File: src/rtl/dma_pkg.sv
package dma_pkg;
  localparam int ADDR_W    = 28;
  localparam int CNT_W     = 27;
  localparam int DATA_W    = 32;
  localparam int CTL_W     = 16;
  localparam int BURST_LEN = 4;

  localparam int B_EN      = 0;
  localparam int B_BUSY    = 1;
  localparam int B_DDEC    = 4;
  localparam int B_SDEC    = 5;
  localparam int B_DHOLD   = 6;
  localparam int B_SHOLD   = 7;
  localparam int B_STOPIRQ = 8;
  localparam int B_BURST   = 9;
  localparam int SZ_LO     = 12;
  localparam int SZ_HI     = 13;
  localparam int B_CONT    = 14;

  localparam logic [ADDR_W-1:0] ADDR_TOP = 28'hFFF_FFFE;

  typedef enum logic [1:0] {TRIG_SW, TRIG_OFF, TRIG_UART, TRIG_EXT} trig_e;
  typedef enum logic [1:0] {MV_IDLE, MV_READ, MV_WRITE} mv_state_e;

  function automatic logic [ADDR_W-1:0] size_bytes(input logic [1:0] f);
    return ADDR_W'(1) << f;
  endfunction

  function automatic logic size_ok(input logic [1:0] f);
    return f != 2'd3;
  endfunction

  // Post-transfer address: hold, step down unless below size, step up unless past top.
  function automatic logic [ADDR_W-1:0] next_addr(input logic [ADDR_W-1:0] a,
                                                  input logic [1:0] f,
                                                  input logic hold, input logic dec);
    logic [ADDR_W-1:0] b;
    b = size_bytes(f);
    if (hold) return a;
    if (dec) return (a >= b) ? a - b : a;
    return (a <= ADDR_TOP - b) ? a + b : a;
  endfunction
endpackage

File: src/rtl/dma_chan_regs.sv
module dma_chan_regs
  import dma_pkg::*;
(
  input  logic              clk,
  input  logic              rst_n,
  input  logic              sel_we,
  input  logic [1:0]        wr_off,
  input  logic [DATA_W-1:0] wr_data,
  input  logic              req_uart,
  input  logic              req_ext,
  input  logic              unit_start,
  input  logic              xfer_done,
  input  logic              unit_done,
  output logic [ADDR_W-1:0] src,
  output logic [ADDR_W-1:0] dst,
  output logic [CNT_W-1:0]  cnt,
  output logic [CTL_W-1:0]  ctl,
  output logic              ready,
  output logic              last_unit,
  output logic              irq
);
  logic  wr_src, wr_dst, wr_cnt, wr_ctl;
  logic  trig_ok, done_now, stop_now;
  trig_e trig;
  logic  unused_hi;

  assign unused_hi = ^wr_data[DATA_W-1:ADDR_W];
  assign wr_src    = sel_we && (wr_off == 2'd0);
  assign wr_dst    = sel_we && (wr_off == 2'd1);
  assign wr_cnt    = sel_we && (wr_off == 2'd2);
  assign wr_ctl    = sel_we && (wr_off == 2'd3);
  assign trig      = trig_e'(ctl[3:2]);

  always_comb begin
    case (trig)
      TRIG_SW:   trig_ok = 1'b1;
      TRIG_UART: trig_ok = req_uart;
      TRIG_EXT:  trig_ok = req_ext;
      default:   trig_ok = 1'b0;
    endcase
  end

  assign ready     = ctl[B_EN] && (cnt != '0) && size_ok(ctl[SZ_HI:SZ_LO]) && trig_ok;
  assign last_unit = (cnt == CNT_W'(1));
  assign done_now  = unit_done && last_unit;
  assign stop_now  = wr_ctl && !wr_data[B_EN];

  always_ff @(posedge clk) begin
    if (!rst_n) begin
      src <= '0;
      dst <= '0;
      cnt <= '0;
      ctl <= '0;
      irq <= 1'b0;
    end else begin
      irq <= done_now || (stop_now && wr_data[B_STOPIRQ]);
      if (wr_src)         src <= {wr_data[ADDR_W-1:1], 1'b0};
      else if (xfer_done) src <= next_addr(src, ctl[SZ_HI:SZ_LO], ctl[B_SHOLD], ctl[B_SDEC]);
      if (wr_dst)         dst <= {wr_data[ADDR_W-1:1], 1'b0};
      else if (xfer_done) dst <= next_addr(dst, ctl[SZ_HI:SZ_LO], ctl[B_DHOLD], ctl[B_DDEC]);
      if (wr_cnt)                        cnt <= wr_data[CNT_W-1:0];
      else if (unit_done && cnt != '0)   cnt <= cnt - CNT_W'(1);
      if (wr_ctl)          ctl <= {wr_data[CTL_W-1:2], ctl[B_BUSY] & wr_data[B_EN], wr_data[B_EN]};
      else if (done_now)   ctl[1:0] <= 2'b00;
      else if (unit_start) ctl[B_BUSY] <= 1'b1;
    end
  end

  a_r12_busy_on_start: assert property (@(posedge clk) disable iff (!rst_n)
    (unit_start && !wr_ctl) |=> ctl[B_BUSY]);
  a_r9_done_clears: assert property (@(posedge clk) disable iff (!rst_n)
    (done_now && !wr_ctl && !wr_cnt) |=> (ctl[1:0] == 2'b00 && irq && cnt == '0));
  a_r2_stop_clears: assert property (@(posedge clk) disable iff (!rst_n)
    stop_now |=> (!ctl[B_EN] && !ctl[B_BUSY]));
  a_r6_inc_no_wrap: assert property (@(posedge clk) disable iff (!rst_n)
    (xfer_done && !ctl[B_SHOLD] && !ctl[B_SDEC] && !wr_src && !wr_ctl) |=> (src >= $past(src)));
endmodule

File: src/rtl/dma_prio_arb.sv
module dma_prio_arb #(
  parameter int N  = 2,
  localparam int IW = (N > 1) ? $clog2(N) : 1
) (
  input  logic [N-1:0]  req,
  output logic [N-1:0]  grant,
  output logic [IW-1:0] idx,
  output logic          any
);
  always_comb begin
    grant = '0;
    idx   = '0;
    for (int i = N - 1; i >= 0; i--) begin
      if (req[i]) begin
        grant    = '0;
        grant[i] = 1'b1;
        idx      = IW'(i);
      end
    end
  end
  assign any = |req;
endmodule

File: src/rtl/dma_mover.sv
module dma_mover
  import dma_pkg::*;
#(
  parameter int NCH = 2,
  localparam int CHW    = (NCH > 1) ? $clog2(NCH) : 1,
  localparam int BEAT_W = (BURST_LEN > 1) ? $clog2(BURST_LEN) : 1
) (
  input  logic                       clk,
  input  logic                       rst_n,
  input  logic [NCH-1:0]             ready,
  input  logic [NCH-1:0][ADDR_W-1:0] src_v,
  input  logic [NCH-1:0][ADDR_W-1:0] dst_v,
  input  logic [NCH-1:0][CTL_W-1:0]  ctl_v,
  input  logic [NCH-1:0]             last_v,
  output logic [NCH-1:0]             unit_start,
  output logic [NCH-1:0]             xfer_done,
  output logic [NCH-1:0]             unit_done,
  output logic                       bus_valid,
  output logic                       bus_we,
  output logic [ADDR_W-1:0]          bus_addr,
  output logic [1:0]                 bus_size,
  output logic [DATA_W-1:0]          bus_wdata,
  input  logic [DATA_W-1:0]          bus_rdata,
  input  logic                       bus_ready
);
  mv_state_e         state;
  logic [CHW-1:0]    cur_ch;
  logic [BEAT_W-1:0] beat;
  logic [DATA_W-1:0] data_q;
  logic [NCH-1:0]    grant;
  logic [CHW-1:0]    gidx;
  logic              gany, hs, last_beat, chain;
  logic [CTL_W-1:0]  cur_ctl;

  dma_prio_arb #(.N(NCH)) u_arb (.req(ready), .grant(grant), .idx(gidx), .any(gany));

  assign cur_ctl   = ctl_v[cur_ch];
  assign bus_valid = (state != MV_IDLE);
  assign bus_we    = (state == MV_WRITE);
  assign bus_addr  = bus_we ? dst_v[cur_ch] : src_v[cur_ch];
  assign bus_size  = cur_ctl[SZ_HI:SZ_LO];
  assign bus_wdata = data_q;
  assign hs        = bus_valid && bus_ready;
  assign last_beat = !cur_ctl[B_BURST] || (beat == BEAT_W'(BURST_LEN - 1));
  assign chain     = cur_ctl[B_CONT] && (trig_e'(cur_ctl[3:2]) == TRIG_SW) &&
                     !last_v[cur_ch] && cur_ctl[B_EN];

  always_comb begin
    unit_start = (state == MV_IDLE) ? grant : '0;
    xfer_done  = '0;
    unit_done  = '0;
    if (state == MV_WRITE && hs) begin
      xfer_done[cur_ch] = 1'b1;
      unit_done[cur_ch] = last_beat;
    end
  end

  always_ff @(posedge clk) begin
    if (!rst_n) begin
      state  <= MV_IDLE;
      cur_ch <= '0;
      beat   <= '0;
      data_q <= '0;
    end else begin
      case (state)
        MV_IDLE: if (gany) begin
          cur_ch <= gidx;
          beat   <= '0;
          state  <= MV_READ;
        end
        MV_READ: if (hs) begin
          data_q <= bus_rdata;
          state  <= MV_WRITE;
        end
        MV_WRITE: if (hs) begin
          if (!last_beat) begin
            beat  <= beat + BEAT_W'(1);
            state <= MV_READ;
          end else if (chain) begin
            beat  <= '0;
            state <= MV_READ;
          end else begin
            state <= MV_IDLE;
          end
        end
        default: state <= MV_IDLE;
      endcase
    end
  end

  a_r4_size_legal: assert property (@(posedge clk) disable iff (!rst_n)
    bus_valid |-> (bus_size != 2'd3));
  a_r5_write_after_read: assert property (@(posedge clk) disable iff (!rst_n)
    (hs && !bus_we) |=> (bus_valid && bus_we && bus_wdata == $past(bus_rdata)));
  a_r11_ch0_first: assert property (@(posedge clk) disable iff (!rst_n)
    (state == MV_IDLE && ready[0]) |=> (state == MV_READ && cur_ch == '0));
  a_r11_no_preempt: assert property (@(posedge clk) disable iff (!rst_n)
    (bus_valid && !(bus_we && bus_ready)) |=> (bus_valid && $stable(cur_ch)));
endmodule

File: src/rtl/dual_dma_ctrl.sv
module dual_dma_ctrl
  import dma_pkg::*;
#(
  parameter int NCH = 2,
  localparam int CHW = (NCH > 1) ? $clog2(NCH) : 1
) (
  input  logic              clk,
  input  logic              rst_n,
  input  logic              reg_we,
  input  logic [CHW+1:0]    reg_addr,
  input  logic [DATA_W-1:0] reg_wdata,
  output logic [DATA_W-1:0] reg_rdata,
  input  logic [NCH-1:0]    req_uart,
  input  logic [NCH-1:0]    req_ext,
  output logic              bus_valid,
  output logic              bus_we,
  output logic [ADDR_W-1:0] bus_addr,
  output logic [1:0]        bus_size,
  output logic [DATA_W-1:0] bus_wdata,
  input  logic [DATA_W-1:0] bus_rdata,
  input  logic              bus_ready,
  output logic [NCH-1:0]    irq
);
  logic [NCH-1:0][ADDR_W-1:0] src_v, dst_v;
  logic [NCH-1:0][CNT_W-1:0]  cnt_v;
  logic [NCH-1:0][CTL_W-1:0]  ctl_v;
  logic [NCH-1:0]             ready_v, last_v, start_v, xdone_v, udone_v;
  logic [CHW-1:0]             reg_ch;
  logic [1:0]                 reg_off;

  assign reg_ch  = reg_addr[CHW+1:2];
  assign reg_off = reg_addr[1:0];

  for (genvar g = 0; g < NCH; g++) begin : g_ch
    dma_chan_regs u_ch (
      .clk(clk), .rst_n(rst_n),
      .sel_we(reg_we && (reg_ch == CHW'(g))), .wr_off(reg_off), .wr_data(reg_wdata),
      .req_uart(req_uart[g]), .req_ext(req_ext[g]),
      .unit_start(start_v[g]), .xfer_done(xdone_v[g]), .unit_done(udone_v[g]),
      .src(src_v[g]), .dst(dst_v[g]), .cnt(cnt_v[g]), .ctl(ctl_v[g]),
      .ready(ready_v[g]), .last_unit(last_v[g]), .irq(irq[g])
    );
  end

  always_comb begin
    reg_rdata = '0;
    for (int i = 0; i < NCH; i++) begin
      if (reg_ch == CHW'(i)) begin
        case (reg_off)
          2'd0:    reg_rdata = DATA_W'(src_v[i]);
          2'd1:    reg_rdata = DATA_W'(dst_v[i]);
          2'd2:    reg_rdata = DATA_W'(cnt_v[i]);
          default: reg_rdata = DATA_W'(ctl_v[i]);
        endcase
      end
    end
  end

  dma_mover #(.NCH(NCH)) u_mover (
    .clk(clk), .rst_n(rst_n), .ready(ready_v), .src_v(src_v), .dst_v(dst_v),
    .ctl_v(ctl_v), .last_v(last_v), .unit_start(start_v), .xfer_done(xdone_v),
    .unit_done(udone_v), .bus_valid(bus_valid), .bus_we(bus_we), .bus_addr(bus_addr),
    .bus_size(bus_size), .bus_wdata(bus_wdata), .bus_rdata(bus_rdata), .bus_ready(bus_ready)
  );
endmodule

File: config.mk
export PLATFORM = sky130hd
export DESIGN_NAME = dual_dma_ctrl
export DESIGN_NICKNAME = d
export VERILOG_FILES = /design/src/rtl/dma_pkg.sv /design/src/rtl/dma_chan_regs.sv /design/src/rtl/dma_prio_arb.sv /design/src/rtl/dma_mover.sv /design/src/rtl/dual_dma_ctrl.sv
export SDC_FILE = /design/constraint.sdc
export NUM_CORES = 1
export LEC_CHECK = 0
export BUFFER_PORTS_ARGS = -buffer_cell sky130_fd_sc_hd__buf_4
export CORE_ASPECT_RATIO = 0.6
export CORE_MARGIN = 2
export CORE_UTILIZATION = 30
export DETAILED_ROUTE_END_ITERATION = 6
export GPL_ROUTABILITY_DRIVEN = 0
export PLACE_DENSITY = 0.48
export SLEW_MARGIN = 15
export SYNTH_ARGS = -nofsm -noshare
export SYNTH_HDL_FRONTEND = slang
export SYNTH_SLANG_ARGS = --single-unit
File: constraint.sdc
create_clock -name clk -period 4.3 [get_ports clk]
set_clock_uncertainty 0.2 [all_clocks]
set_input_delay 0.86 -clock clk [delete_from_list [all_inputs] [get_ports clk]]
set_output_delay 0.86 -clock clk [all_outputs]
set_load 0.02 [all_outputs]
Word level (Yosys, flattened, before mapping)
Cells that the tools add are included.
- logic and storage cells: 272
- register bits after elaboration: 237
- output and inout bits: 98
- bits of input ports: 75
- muxes and demuxes: 114
- shift-type cells: 2
- equality and inequality tests: 26
- order comparisons: 10
- $add $sub $neg: 13
- bitwise gates (word level): 5
- reductions and logical operators: 80
- operators by type and width (kind ; count):
    28-bit 2-to-1 mux ; 37
    28-bit one-hot mux with 3 select lines ; 2
    28-bit adder ; 4
    28-bit greater-or-equal comparator ; 4
    28-bit <= comparator ; 4
    28-bit subtractor ; 4
    27-bit 2-to-1 mux ; 4
    1-bit by 2-bit << shifter with 28-bit output, first input constant ; 2
    28-bit subtractor, first input constant ; 2
    27-bit by 1-bit == test with 1-bit output, second input constant ; 2
    27-bit nonzero test ; 2
    27-bit by 1-bit subtractor with 27-bit output, second input constant ; 2
    1-bit 2-to-1 mux ; 48
    32-bit 2-to-1 mux ; 1
    1-bit logical AND ; 30
    15-bit 2-to-1 mux ; 2
    2-bit 2-to-1 mux ; 15
    3-bit AND reduction ; 9
    5-bit != test, second input constant ; 4
    2-bit nonzero test ; 10
    3-bit nonzero test ; 6
    2-bit == test, second input constant ; 8
    4-bit != test, second input constant ; 4
    4-bit nonzero test ; 4
    other kinds (20) ; 40

Depth between registers and ports, before layout
Gate-level depths: netlist of run 1.
- depth in word-level cells: 16
- gate-level depth with buffers: 14
- mapped depth without buffers: 11

Hierarchy
From an unflattened synthesis of run 1, not the netlist that was laid out.
- cells, all modules: 2282
- area, all modules: 18158.7 µm²
- modules (own cells, without submodules) (module ; instances ; cells each ; area an instance (µm²) ; seq. area each (µm²)):
    dma_chan_regs (g_ch[1].u_ch) ; 1 ; 935 ; 7151.9 ; 2001.9
    dma_chan_regs (g_ch[0].u_ch) ; 1 ; 966 ; 7063.0 ; 2001.9
    dma_mover ; 1 ; 218 ; 2224.6 ; 740.7
    dual_dma_ctrl ; 1 ; 159 ; 1691.6 ; 0.0
    dma_prio_arb ; 1 ; 4 ; 27.5 ; 0.0

Worst setup path before layout of run 1
OpenSTA, ideal clock, no wires.
- path type: input-to-output
- start: in reg_addr[1]
- end: out reg_rdata[20]
- data arrival time: 2.701 ns
- buffers on the path: 3
- required time: 3.240 ns
- stages: 7
- path slack: 0.539 ns
- cells stage by stage: clkbuf_1 > buf_1 > clkbuf_1 > mux2i_1 > o21ai_0 > a21oi_1 > a21oi_1
- cells in the longest elaborated chain, start to end: 3
- elaborated cells between the ends (all ways): 6
- those cells by class: eq/ne: 2; mux: 3; reduce/logical: 1
- ends and longest elaborated chain (what ; RTL line ; source):
    start: declaration ; dual_dma_ctrl.sv:10 ; input logic [CHW+1:0] reg_addr,
    2-bit == test (tied with other cells) ; dual_dma_ctrl.sv:49 ; case (reg_off)
    28-bit one-hot mux with 3 select lines ; dual_dma_ctrl.sv:49 ;
    32-bit 2-to-1 mux * ; dual_dma_ctrl.sv:48 ; if (reg_ch == CHW'(i)) begin
    end: declaration ; dual_dma_ctrl.sv:12 ; output logic [DATA_W-1:0] reg_rdata,
Every way passes the cells marked *; elsewhere a longest branch is shown, timed or not.

Final worst setup path of run 1
- start: reg u_mover.state[1]
- end: out bus_addr[20]
- cells in the longest elaborated chain, start to end: 2
- ends and longest elaborated chain (what ; RTL line ; source):
    start: declaration ; dma_mover.sv:26 ; mv_state_e state;
    start signal: assignment ; dma_mover.sv:60 ; state <= MV_IDLE;
    start signal: assignment ; dma_mover.sv:69 ; state <= MV_READ;
    start signal: assignment ; dma_mover.sv:73 ; state <= MV_WRITE;
    2-bit == test ; dma_mover.sv:39 ; assign bus_we = (state == MV_WRITE);
    28-bit 2-to-1 mux ; dma_mover.sv:40 ; assign bus_addr = bus_we ? dst_v[cur_ch] : src_v[cur_ch];
    end: declaration ; dual_dma_ctrl.sv:17 ; output logic [ADDR_W-1:0] bus_addr,
No other way between the ends.

==> impl_metrics.py, run 1 <==
metrics = {
    "clock_tree": {
        "cts-root-buf": "clkbuf_16",
        "cts_sinks": 237,
        "cts_buffers": 28,
        "path_clk_slew_ns": 0.06,
        "cts_post_setup_buffers_inserted": 0,
        "cts.path.max_buffers": 3,
        "cts_resized": 0,
        "cts_tree": "done",
        "hold_buffers": 0,
        "ctsHtreeMaxLevel": 1,
        "clk_latency_ns": 0.62,
    },
    "drt": {
        "wl_per_cell_um": 28.94,
        "ant_nets": 0,
        "totalWireLength_um": 91540,
        "drc": 0,
        "drt_iter0_drc": 2959,
        "dr.pass1.iters": 6,
        "routed-via-count": 20161,
        "viasPerCell": 6.374,
    },
    "synth": {
        "syn_avg_cell_area_um2": 7.789,
        "ys_seq_elements": 237,
        "ys_async_sr_fraction_pct": 0,
        "yosysWarnings": 0,
        "ys_seq_area_share_pct": 26.54,
        "synth_ff_type": "dfxtp_1",
        "synth_cells": 2295,
        "synth_edf_count": 0,
        "syn-cell-area_mm2": 0.01788,
        "synth_cell_type_count": 93,
    },
    "finish": {
        "final_common_cell": "buf_4",
        "layout.cells.non_filler": 3163,
        "fin_nets": 2481,
        "synthToLayoutAreaGrowth_pct": 16.83,
        "final_cell_mix": "buf_4 (252), dfxtp_1 (236), nand2_1 (203)",
        "stdcell_area_mm2": 0.02088,
        "drive_above_1_share_pct": 17.73,
    },
    "critical_path": {
        "cp.arrival_ns": 2.95,
        "r2r-end": "g_ch[0].u_ch.dst[26]",
        "reg2reg_slack_ns": 0.35,
        "cpMostUsedCell": "buf_4",
        "crit_path_start_kind": "register",
        "crit_family": "buffers and inverters",
        "critPathBufInv": 3,
        "critPathSlowestCell": "inv_1",
        "reg2reg_depth": 9,
        "r2r-start": "g_ch[0].u_ch.ctl[13]",
        "path_class": "register to output pin",
        "endpoint_kind": "output pin",
        "required_ns": 3.24,
        "slowest_delay_ns": 0.70,
        "crit_path_max_fanout": 14,
        "cp_cell_sequence": "nand2_1, inv_1, buf_4, mux4_2, buf_4",
    },
    "status": {
        "status": "finished, final reports clean",
    },
    "sta": {
        "period_needed_ns": 4.011,
        "max_freq_mhz": 249.3,
        "tightest_slew_ns": 1.267,
        "finalHoldViolCount": 0,
        "finalCritPeriodShare_pct": 93.28,
        "maxSlewViolCount": 0,
        "setup_viol": 0,
        "fin_tns_setup_ns": 0,
        "slew_headroom_pct": 14.33,
        "rsz0062_at_grt": "no",
        "finalHoldWorstSlack_ns": 0.2535,
    },
    "hold_path": {
        "whs_endpoint": "u_mover.bus_wdata[20]",
        "min_path_cells": 2,
        "hp-class": "register to register",
        "hold_start": "u_mover.bus_wdata[20]",
    },
    "floorplan": {
        "die_h_um": 193.1,
        "initial_utilization_pct": 30.27,
        "rows": 69,
        "die_w_um": 319.1,
        "num_io_pins": 173,
        "core-area_mm2": 0.05905,
        "dieArea_mm2": 0.06162,
    },
    "grt": {
        "overflow": 0,
        "grt_max_degree": 92,
        "grt_pass1_wl_um": 129700,
        "grt_usage_pct": 28.64,
        "grt_pass1_vias": 17890,
        "antenna_found_initial": 7,
    },
    "placed_design": {
        "place_area_mm2": 0.01993,
        "dp.cells": 3114,
        "io_buffer_count": 164,
        "dp_hpwl_um": 68510,
    },
    "flow_run": {
        "drv_cap": 0,
    },
    "pwr": {
        "leakagePower_nw": 7.355,
        "power.density_mw_per_mm2": 289.7,
        "peakVddDrop_uv": 287.2,
    },
}
## flip-flops by register name (all words and copies together) (netlist names), named ones only
| signal | count |
|---|---|
| g_ch.u_ch.ctl | 32 |
| g_ch.u_ch.dst | 54 |
| u_mover.cur_ch | 1 |
| g_ch.u_ch.src | 54 |
| u_mover.bus_wdata | 32 |
| u_mover.state | 2 |
| g_ch.u_ch.irq | 2 |
| u_mover.beat | 2 |
| g_ch.u_ch.cnt | 54 |
## where the power goes
part	switching, W	internal (W)
sequential	0.000157	0.00226
clock	0.00112	0.00145
combinational	0.000693	0.000369
## worst register-to-register path, cell delays in order (launching register included)
cell       delay (ns)
dfxtp_1          0.68
nand2b_1         0.31
ha_1             0.56
nand4bb_1        0.24
o2111ai_1        0.14
and3_1           0.19
o21ai_1          0.96
buf_4            0.28
nor3_1           0.06
a211oi_1         0.21
## cells in the mapped netlist, drive strengths merged, types with 10 or more instances
cell type  number  area (µm²)
dfxtp         237        4745
o21ai         209        1054
nand2         206       773.2
a21oi         180       900.9
clkbuf        172       645.6
nor2          147       551.8
a31oi          86       538.0
nor3           82       410.4
mux4           61        1374
or4            60       454.2
nand3          58       290.3
nor4           57       384.1
or3            55       344.1
xnor2          53       464.2
buf            47       246.5
nand4          47       315.3
inv            43       161.4
ha             39       488.0
o31ai          39       292.8
and3           38       237.7
a211oi         37       292.8
nor2b          23       143.9
mux2           21       236.5
mux2i          21       210.2
o22ai          18       112.6
or2            17       106.4
xor2           16       140.1
and4           14       122.6
o21a           14       105.1
nor3b          13       97.59
a2111oi        12       120.1
a32oi          12       105.1
nand2b         11       68.82
a21o           10       75.07
o2111ai        10       87.58
o31a           10       87.58
## per-layer routing
metal | part of all wire [%] | vias up | global-route usage [%]
met5 | 0.014 | - | 0
met4 | 3.2 | 2 | 8.182
met3 | 15 | 173 | 10.77
met2 | 36 | 1330 | 36.44
met1 | 46 | 9771 | 43.32
li1 | - | 8885 | -
## cells by family after synthesis
kind of cell | share of synthesized area (%)
AOI/OAI and AO/OA | 24.57
DFF | 26.54
xor gates and xnor gates | 3.381
muxes | 10.18
and+or+nand+nor | 26.21
other | 0.02098
buffers and inverters | 5.914
adders and majority gates | 3.178
## area by class of cell
type / instances / area, µm²
repair buffers: 254 / 1932
inverters: 44 / 166.4
flip-flops and latches: 237 / 4746
clock buffers: 38 / 818.3
well taps: 781 / 977.2
fillers: 6249 / 38170
clock inverters: 9 / 125.1
multi-input cells: 1798 / 12110
diodes: 2 / 5.005
## through the flow
step                      total power [W]  setup WS (ns)  util [%]
after floorplan                  0.002996         0.5386         -
after global placement           0.003471         0.4352     33.75
after detailed placement         0.003482         0.4436     33.75
after CTS                        0.006026         0.3432     35.35
after global routing             0.006217         0.1997     35.36
final                            0.006050         0.2889     35.37
## worst max path at each step
stage | to | cells past startpoint | startpoint
2_1_floorplan | reg_rdata[20] | 7 | reg_addr[1]
3_3_place_gp | reg_rdata[18] | 7 | reg_addr[1]
3_5_place_dp | reg_rdata[17] | 7 | reg_addr[1]
4_1_cts | bus_addr[20] | 5 | u_mover.state[1]
5_1_grt | g_ch[0].u_ch.src[24] | 8 | g_ch[0].u_ch.ctl[13]
6_report | bus_addr[20] | 5 | u_mover.state[1]
No activity file was read; power rests on OpenSTA's default activity.
==> run 2: changes to the inputs <==
--- a/config.mk
+++ b/config.mk
@@ -12,6 +12,7 @@
 export DETAILED_ROUTE_END_ITERATION = 6
 export GPL_ROUTABILITY_DRIVEN = 0
 export PLACE_DENSITY = 0.48
+export REMOVE_ABC_BUFFERS = 1
 export SLEW_MARGIN = 15
 export SYNTH_ARGS = -nofsm -noshare
 export SYNTH_HDL_FRONTEND = slang
==> run 2 against run 1 <==
  * Wire length shrank 8.0%
  * Register-to-register slack lost 0.19 ns
  * Clock power is essentially flat
  * Critical endpoint is now g_ch[0].u_ch.dst[11]
  * Fmax shrank 3.2%
  * Non-clock buffer count grew 3
  * Setup slack lost 0.13 ns
  * Sequential share of layout area shrank 0.058 points
  * Sequential power is essentially flat
  * Global-route usage shrank 2.2 points
  * Power is essentially flat
==> impl_metrics.py, run 2 (synthesized netlist as in run 1, its figures left out) <==
metrics = {
    "sta": {
        "finalHoldViolCount": 0,
        "tightest_slew_ns": 1.150,
        "setup_viol": 0,
        "fin_tns_setup_ns": 0,
        "finalHoldWorstSlack_ns": 0.2563,
        "maxSlewViolCount": 0,
        "finalCritPeriodShare_pct": 96.33,
        "slew_headroom_pct": 22.61,
        "max_freq_mhz": 241.4,
        "rsz0062_at_grt": "no",
        "period_needed_ns": 4.142,
    },
    "clock_tree": {
        "ctsHtreeMaxLevel": 1,
        "cts_resized": 0,
        "cts_buffers": 27,
        "cts.path.max_buffers": 3,
        "cts_tree": "done",
        "path_clk_slew_ns": 0.07,
        "cts-root-buf": "clkbuf_16",
        "hold_buffers": 0,
        "clk_latency_ns": 0.60,
        "cts_post_setup_buffers_inserted": 0,
        "cts_sinks": 237,
    },
    "finish": {
        "final_common_cell": "buf_4",
        "diodes": 0,
        "synthToLayoutAreaGrowth_pct": 17.13,
        "final_cell_mix": "buf_4 (252), dfxtp_1 (236), nand2_1 (206)",
        "layout.cells.non_filler": 3167,
        "reg.largest.list": "g_ch.u_ch.cnt (54), g_ch.u_ch.dst (54), g_ch.u_ch.src (54)",
        "stdcell_area_mm2": 0.02094,
        "drive_above_1_share_pct": 17.85,
        "post-route-util_pct": 35.46,
        "final.fill_count": 6223,
        "fin_nets": 2483,
    },
    "floorplan": {
        "core-area_mm2": 0.05905,
        "num_io_pins": 173,
        "die_w_um": 319.1,
        "dieArea_mm2": 0.06162,
        "die_h_um": 193.1,
        "initial_utilization_pct": 30.27,
        "rows": 69,
    },
    "critical_path": {
        "required_ns": 4.59,
        "cp.arrival_ns": 4.44,
        "crit_path_start_kind": "register",
        "path_class": "register to register",
        "crit_path_max_fanout": 40,
        "endpoint_kind": "register",
    },
    "drt": {
        "drt_iter0_drc": 3017,
        "totalWireLength_um": 84240,
        "ant_nets": 0,
        "drc": 0,
        "routed-via-count": 19856,
        "dr.pass1.iters": 5,
        "wl_per_cell_um": 26.60,
        "viasPerCell": 6.270,
    },
    "grt": {
        "overflow": 0,
        "grt_usage_pct": 26.42,
        "grt_max_degree": 77,
        "antenna_found_initial": 5,
        "grt_pass1_vias": 16951,
        "grt_pass1_wl_um": 121200,
    },
    "pwr": {
        "leakagePower_nw": 7.398,
        "peakVddDrop_uv": 255.3,
        "power.density_mw_per_mm2": 289.0,
    },
    "status": {
        "status": "finished, final reports clean",
    },
    "hold_path": {
        "hp-class": "register to register",
    },
    "placed_design": {
        "dp.cells": 3117,
        "io_buffer_count": 164,
        "dp_hpwl_um": 64810,
        "place_area_mm2": 0.01999,
    },
    "flow_run": {
        "drv_cap": 0,
    },
}
run 2: cell types whose count changed in the layout (fill, tap and decap cells not counted), moves of 2 or more:
cell	change
nand2_2	-3
inv_6	+2
buf_12	+3
diode_2	-2
nand2_1	+3
clkinv_4	+3
run 2: worst paths after layout:
check / startpoint / end / slack (ns) / cells after the start
worst min register to register: u_mover.bus_wdata[12] / u_mover.bus_wdata[12] / 0.26 / 2
worst min-delay path: u_mover.bus_wdata[12] / u_mover.bus_wdata[12] / 0.26 / 2
worst max-delay path: g_ch[0].u_ch.ctl[13] / g_ch[0].u_ch.dst[11] / 0.16 / 10
worst max register to register: g_ch[0].u_ch.ctl[13] / g_ch[0].u_ch.dst[11] / 0.16 / 10
run 2: where the power goes:
group	internal (W)	switching, W	leakage, nW
registers	0.00226	0.000135	1.92
clock network	0.00146	0.00112	0.468
logic	0.000381	0.000693	5.01
run 2: layout make-up:
class / count / area, µm² / area share, %
multi-input combinational: 1798 / 12110 / 57.82
clock inverter: 15 / 173.9 / 0.8306
tap: 781 / 977.2 / 4.667
inverter: 44 / 166.4 / 0.7948
clock buffer: 35 / 775.7 / 3.705
sequential: 237 / 4746 / 22.67
timing repair buffer: 257 / 1992 / 9.514
run 2: through the flow:
| step | setup slack (ns) | power (W) |
|---|---|---|
| floorplan | 0.4106 | 0.002925 |
| global placement | 0.4334 | 0.003455 |
| detailed placement | 0.3745 | 0.003467 |
| CTS | 0.3453 | 0.006044 |
| global route | 0.09169 | 0.006247 |
| finish | 0.1578 | 0.006050 |
run 2: critical path, stage by stage, from the launching register on:
cell,delay [ns]
dfxtp_1,0.80
nand2b_1,0.21
ha_1,0.53
a21oi_1,0.18
o21ai_1,0.56
nor3_1,0.18
buf_4,0.20
a22o_2,0.27
buf_12,0.18
or4_1,0.48
a311oi_1,0.25
run 2: layer usage:
layer  global-route usage (%)  vias to the layer above  part of all wire (%)
met5                        0                        -                 0.011
met4                    3.592                        2                   1.3
met3                    10.08                       85                    15
met2                    32.33                     1261                    36
met1                    42.27                     9598                    48
li1                         -                     8910                     -
